**src/rtl/gpio3_pkg.sv**
```systemverilog
package gpio3_pkg;
  typedef enum logic [1:0] {
    REG_PORT  = 2'd0,
    REG_LATCH = 2'd1,
    REG_DIR   = 2'd2,
    REG_NONE  = 2'd3
  } reg_sel_e;
endpackage

```
**src/rtl/gpio3_regs.sv**
```systemverilog
module gpio3_regs
  import gpio3_pkg::*;
#(
  parameter int PINS = 3
) (
  input  logic            clk,
  input  logic            rst,
  input  logic            wr_en,
  input  logic [1:0]      addr,
  input  logic [PINS-1:0] wval,
  output logic [PINS-1:0] lat_q,
  output logic [PINS-1:0] dir_q
);
  logic hit_lat, hit_dir;

  assign hit_lat = wr_en && ((addr == REG_PORT) || (addr == REG_LATCH));
  assign hit_dir = wr_en && (addr == REG_DIR);

  always_ff @(posedge clk) begin
    if (rst) begin
      lat_q <= '0;
      dir_q <= '1;
    end else begin
      if (hit_lat) lat_q <= wval;
      if (hit_dir) dir_q <= wval;
    end
  end

  // a latch write through either address lands on the next edge
  p_latch_write_r2: assert property (@(posedge clk) disable iff (rst)
    (wr_en && (addr == REG_PORT || addr == REG_LATCH)) |=> (lat_q == $past(wval)));

  // direction only moves on its own address
  p_dir_hold_r4: assert property (@(posedge clk) disable iff (rst)
    !(wr_en && addr == REG_DIR) |=> $stable(dir_q));

  // the unused address writes nothing
  p_none_write_r7: assert property (@(posedge clk) disable iff (rst)
    (wr_en && addr == REG_NONE) |=> ($stable(lat_q) && $stable(dir_q)));
endmodule

```
**src/rtl/gpio3_sync.sv**
```systemverilog
module gpio3_sync #(
  parameter int PINS   = 3,
  parameter int STAGES = 2
) (
  input  logic            clk,
  input  logic            rst,
  input  logic [PINS-1:0] d,
  output logic [PINS-1:0] q
);
  logic [STAGES-1:0][PINS-1:0] st_q;

  always_ff @(posedge clk) begin
    if (rst) begin
      st_q <= '0;
    end else begin
      st_q[0] <= d;
      for (int i = 1; i < STAGES; i++) st_q[i] <= st_q[i-1];
    end
  end

  assign q = st_q[STAGES-1];
endmodule

```
**src/rtl/gpio3_rdmux.sv**
```systemverilog
module gpio3_rdmux
  import gpio3_pkg::*;
#(
  parameter int PINS = 3,
  parameter int DW   = 8
) (
  input  logic            rd_en,
  input  logic [1:0]      addr,
  input  logic [PINS-1:0] pin_sync,
  input  logic [PINS-1:0] ana_sel,
  input  logic [PINS-1:0] lat_q,
  input  logic [PINS-1:0] dir_q,
  output logic [DW-1:0]   rdata
);
  logic [PINS-1:0] port_val;

  genvar b;
  generate
    for (b = 0; b < PINS; b++) begin : g_mask
      assign port_val[b] = ana_sel[b] ? 1'b0 : pin_sync[b];
    end
  endgenerate

  always_comb begin
    rdata = '0;
    if (rd_en) begin
      case (addr)
        REG_PORT:  rdata[PINS-1:0] = port_val;
        REG_LATCH: rdata[PINS-1:0] = lat_q;
        REG_DIR:   rdata[PINS-1:0] = dir_q;
        default:   rdata = '0;
      endcase
    end
  end

  // analog bits never leak into a port read
  always_comb begin
    if (rd_en && addr == REG_PORT) begin
      p_ana_zero_r6: assert ((rdata[PINS-1:0] & ana_sel) == '0);
    end
  end
endmodule

```
**src/rtl/tri_pin_port.sv**
```systemverilog
module tri_pin_port
  import gpio3_pkg::*;
#(
  parameter int PINS        = 3,
  parameter int DW          = 8,
  parameter int SYNC_STAGES = 2
) (
  input  logic            clk,
  input  logic            rst,
  input  logic            wr_en,
  input  logic            rd_en,
  input  logic [1:0]      addr,
  input  logic [DW-1:0]   wdata,
  output logic [DW-1:0]   rdata,
  input  logic [PINS-1:0] pin_in,
  input  logic [PINS-1:0] ana_sel,
  output logic [PINS-1:0] pin_out,
  output logic [PINS-1:0] pin_oe
);
  localparam int WARM_W = $clog2(SYNC_STAGES + 1);
  localparam logic [WARM_W-1:0] WARM_MAX = WARM_W'(SYNC_STAGES);

  logic [PINS-1:0] lat_q, dir_q, pin_sync;

  gpio3_regs #(.PINS(PINS)) u_regs (
    .clk   (clk),
    .rst   (rst),
    .wr_en (wr_en),
    .addr  (addr),
    .wval  (wdata[PINS-1:0]),
    .lat_q (lat_q),
    .dir_q (dir_q)
  );

  gpio3_sync #(.PINS(PINS), .STAGES(SYNC_STAGES)) u_sync (
    .clk (clk),
    .rst (rst),
    .d   (pin_in),
    .q   (pin_sync)
  );

  gpio3_rdmux #(.PINS(PINS), .DW(DW)) u_rdmux (
    .rd_en    (rd_en),
    .addr     (addr),
    .pin_sync (pin_sync),
    .ana_sel  (ana_sel),
    .lat_q    (lat_q),
    .dir_q    (dir_q),
    .rdata    (rdata)
  );

  assign pin_out = lat_q;
  assign pin_oe  = ~dir_q;

  // cycles since reset, saturating, so port-read checks look back only over live history
  logic [WARM_W-1:0] warm_q;
  always_ff @(posedge clk) begin
    if (rst)                    warm_q <= '0;
    else if (warm_q != WARM_MAX) warm_q <= warm_q + 1'b1;
  end

  // port read shows the pins from SYNC_STAGES edges back, masked by analog select
  p_port_delay_r5: assert property (@(posedge clk) disable iff (rst)
    (warm_q == WARM_MAX && rd_en && addr == REG_PORT) |->
      (rdata[PINS-1:0] == ($past(pin_in, SYNC_STAGES) & ~ana_sel)));

  // direction readback and output enable agree
  p_oe_dir_r4: assert property (@(posedge clk) disable iff (rst)
    (rd_en && addr == REG_DIR) |-> (rdata[PINS-1:0] == ~pin_oe));

  // upper data bits stay zero and an idle bus reads zero
  p_upper_zero_r7: assert property (@(posedge clk) disable iff (rst)
    rdata[DW-1:PINS] == '0);
  p_idle_zero_r7: assert property (@(posedge clk) disable iff (rst)
    !rd_en |-> (rdata == '0));

  // the first cycle after reset has every driver off
  p_reset_state_r1: assert property (@(posedge clk)
    $fell(rst) |-> (pin_oe == '0 && pin_out == '0));
endmodule

```
**config.mk**
```make
export PLATFORM = sky130hd
export DESIGN_NAME = tri_pin_port
export DESIGN_NICKNAME = d
export VERILOG_FILES = /design/src/rtl/gpio3_pkg.sv /design/src/rtl/gpio3_regs.sv /design/src/rtl/gpio3_sync.sv /design/src/rtl/gpio3_rdmux.sv /design/src/rtl/tri_pin_port.sv
export SDC_FILE = /design/constraint.sdc
export NUM_CORES = 1
export LEC_CHECK = 0
export BUFFER_PORTS_ARGS = -buffer_cell sky130_fd_sc_hd__buf_2
export CAP_MARGIN = 20
export CORE_AREA = 2 2 39 41
export CTS_BUF_LIST = sky130_fd_sc_hd__clkbuf_4 sky130_fd_sc_hd__clkbuf_8
export CTS_CLUSTER_SIZE = 8
export DETAILED_ROUTE_END_ITERATION = 6
export DIE_AREA = 0 0 41 43
export PLACE_DENSITY = 0.75
export SLEW_MARGIN = 20
export SYNTH_ARGS = -nofsm -noshare
export SYNTH_HDL_FRONTEND = slang
export SYNTH_HIERARCHICAL = 1
export SYNTH_SLANG_ARGS = --single-unit
```
**constraint.sdc**
```tcl
create_clock -name clk -period 1.7 [get_ports clk]
set_clock_uncertainty 0.2 [all_clocks]
set_input_delay 0.255 -clock clk [delete_from_list [all_inputs] [get_ports clk]]
set_output_delay 0.255 -clock clk [all_outputs]
set_load 0.02 [all_outputs]
```
==> impl_metrics.py <==
metrics = {
    "status": {
        "outcome": "complete, but fails checks",
        "violations": "setup timing",
    },
    "power": {
        "powerDensity_nw_per_um2": 846.2,
        "leakagePower_nw": 0.3872,
        "vdd_drop_max_mv": 0.4844,
    },
    "timing": {
        "slew_violations": 0,
        "max_freq_mhz": 558.5,
        "setup_viol": 3,
        "fin_crit_sh": 1.053,
        "setup_ws_ps": -90.46,
        "rsz0062_at_grt": "yes",
        "hold_viol": 0,
        "min_period_ps": 1790,
    },
    "yosys": {
        "synth_top_area_share": 0.4344,
        "synthXorXnorAreaFrac": 0,
        "synth_adder_area_share": 0,
        "ys_seq_elements": 12,
        "syn_avg_cell_area_sq_um": 9.066,
        "synth-simple-area-share": 0.2670,
        "muxShareOfSynthArea": 0.05430,
        "synth_warnings": 6,
        "ys_types": 15,
        "synth_area_sq_um": 553.0,
        "synth_top_area_cell": "dfxtp_1",
        "synth_top_family_by_area": "simple AND/OR/NAND/NOR gates",
        "ys_seq_area_frac": 0.4344,
        "synth-compound-area-share": 0.1018,
        "synthTopCellsByArea": "dfxtp_1 (43%), buf_4 (11%), nor2b_1 (6.8%)",
        "netlist_instances": 61,
    },
    "cts": {
        "htree_levels": 1,
        "cts-root-buf": "clkbuf_4",
        "clockBufferDepth": 2,
        "cts_tree": "yes",
        "cts_made_buffers": 3,
        "clock_sinks": 12,
        "clkLatencyLatePin_ps": 270,
        "clk_pin_slew_worst_paths_ps": 70,
    },
    "global_route": {
        "antenna_found_initial": 0,
        "grt_pass1_wl_mm": 1.711,
        "grt_max_degree": 13,
        "grtUsageTotal": 0.1538,
        "grt_overflow": 0,
        "grt_pass1_vias": 439,
    },
    "setup_path": {
        "end_kind": "output port",
        "cp_cell_sequence": "or3b_4, a221oi_2, buf_4",
        "path_class": "register to output port",
        "cpPeakStageDelay_ps": 370,
        "cp-start-kind": "register",
        "rr_startpoint": "u_regs/lat_q[2]",
        "required_ps": 1240,
        "critPathLaunch": "u_sync/q[0]",
        "worstPathArrival_ps": 1340,
        "rr_worst_depth": 2,
        "cp_max_fo": 1,
        "worst_path_max_delay_cell": "or3b_4",
        "r2r_end": "u_regs/lat_q[2]",
        "cp-endpoint": "rdata[0]",
        "rrSetupSlack_ps": 870,
    },
    "floorplan": {
        "initial_core_util": 0.3996,
        "core_sq_um": 1384,
        "fp-row-count": 14,
        "fp.dieW_um": 41,
        "die-height_um": 43,
        "dieArea_sq_um": 1763,
        "ios": 34,
    },
    "routing": {
        "drt_first_pass_iters": 3,
        "wl_per_cell_um": 10.33,
        "drt_drc_violations_left": 0,
        "vias": 479,
        "drt-initial-drc-count": 3,
        "ant_nets": 0,
        "routed_wl_mm": 1.085,
        "vias_per_cell": 4.562,
    },
    "finish": {
        "design_area_sq_um": 753.2,
        "final.fill_count": 136,
        "stdcell_count": 105,
        "drive_gt1_frac": 0.3933,
        "diodes": 0,
        "utilization": 0.5443,
        "area.growth.synth_to_final_pct": 36.20,
        "fin_nets": 110,
    },
    "placement": {
        "hpwl_um": 831.7,
        "dp_cells": 98,
        "portBuffers": 23,
        "dpl-instance-area_sq_um": 676.9,
        "gp_congestion": 0.8290,
    },
    "worst_hold_path": {
        "worst_hold_path_type": "primary input to register",
        "min_path_cells": 3,
    },
    "run": {
        "maxCapViolCount": 0,
    },
}
[how the worst min path moves through the flow]
stage | end | start
after floorplan | u_sync/q[0] | rst
after global placement | u_sync/q[2] | u_sync/st_q[2]
after detailed placement | u_sync/q[0] | u_sync/st_q[0]
after CTS | u_regs/dir_q[0] | wdata[0]
after global routing | u_regs/dir_q[0] | wdata[0]
final | u_regs/dir_q[0] | wdata[0]
[critical path, delay by kind of cell (launching register included)]
family | cells | cell delay (ps)
AND/OR/NAND/NOR | 1 | 370
flip-flops | 1 | 300
AO/OA/AOI/OAI | 1 | 220
buffers and inverters | 1 | 180
[flip-flops by register name, indices dropped and copies added, names as in the netlist]
signal	count
u_regs/dir_q	3
u_regs/lat_q	3
u_sync/q	3
u_sync/st_q	3
[repair_timing]
item,CTS,global route
hold endpoints to repair,3,0
hold buffers,3,0
endpoints found under the setup margin,3,3
pin swaps,0,0
buffers inserted,0,0
gates resized for setup,3,1
[metrics by stage]
| stage | setup TNS (ps) | power (mW) | worst slack (ps) | hold slack [ps] |
|---|---|---|---|---|
| floorplan | 0 | 0.3788 | 109.2 | 126.6 |
| global placement | 0 | 0.4104 | 56.58 | 222.7 |
| detailed placement | 0 | 0.4121 | 54.99 | 227.9 |
| CTS | -280.6 | 0.6422 | -98.85 | 3.495 |
| global route | -457.1 | 0.6711 | -158.5 | 15.43 |
| finish | -249.3 | 0.6374 | -90.46 | 10.84 |
[area by class of cell]
type                    count  area (sq um)  share of cell area
repair buffers             28         167.7              0.2226
inverters                   4         15.01             0.01993
multi-input cells          41         274.0              0.3638
clock buffers               4         36.28             0.04817
flip-flops and latches     12         240.2              0.3189
well taps                  16         20.02             0.02658
[cells in the final DEF (no fill, tap or decap)]
master         synthesis  routed
or3b_4                 0       1
nand2b_1               3       3
buf_4                  8       5
dfxtp_1               12      12
a221oi_2               0       3
clkbuf_4               0       3
or3b_1                 3       2
inv_1                  4       4
nor2b_4                1       1
mux2i_1                3       3
nand2_1                6       6
buf_2                  0      20
nor2b_1                6       6
dlygate4sd3_1          0       3
conb_1                 1       5
nand3b_1               1       1
clkbuf_8               0       1
nor2_1                 3       3
a21oi_1                6       6
and3b_2                1       1
[where the power goes]
| part | total, mW | switching, mW | leakage [nW] | internal, mW |
|---|---|---|---|---|
| Clock | 0.224 | 0.0933 | 0.0210 | 0.130 |
| Combinational | 0.112 | 0.0617 | 0.267 | 0.0507 |
| Sequential | 0.301 | 0.00679 | 0.0989 | 0.295 |
[per-layer routing]
metal,part of all wire,routed length (um),GRT usage,up-vias
li1,-,-,-,244
met2,0.46,495,0.2188,17
met4,0.031,34,0.1400,0
met3,0.065,70,0.04712,4
met5,0,0,0,-
met1,0.45,484,0.1716,214
[logic make-up after synthesis]
kind of cell           after synthesis
flip-flops                          12
other                                1
AO/OA/AOI/OAI                        9
buffers and inverters               12
AND/OR/NAND/NOR                     24
multiplexers                         3
[cell usage after synthesis]
library cell / count
a21oi_1: 6
a221oi_1: 3
and3b_2: 1
buf_4: 8
conb_1: 1
dfxtp_1: 12
inv_1: 4
mux2i_1: 3
nand2_1: 6
nand2b_1: 3
nand3b_1: 1
nor2_1: 3
nor2b_1: 6
nor2b_4: 1
or3b_1: 3
Note: power is estimated with default switching activity, not from simulation.
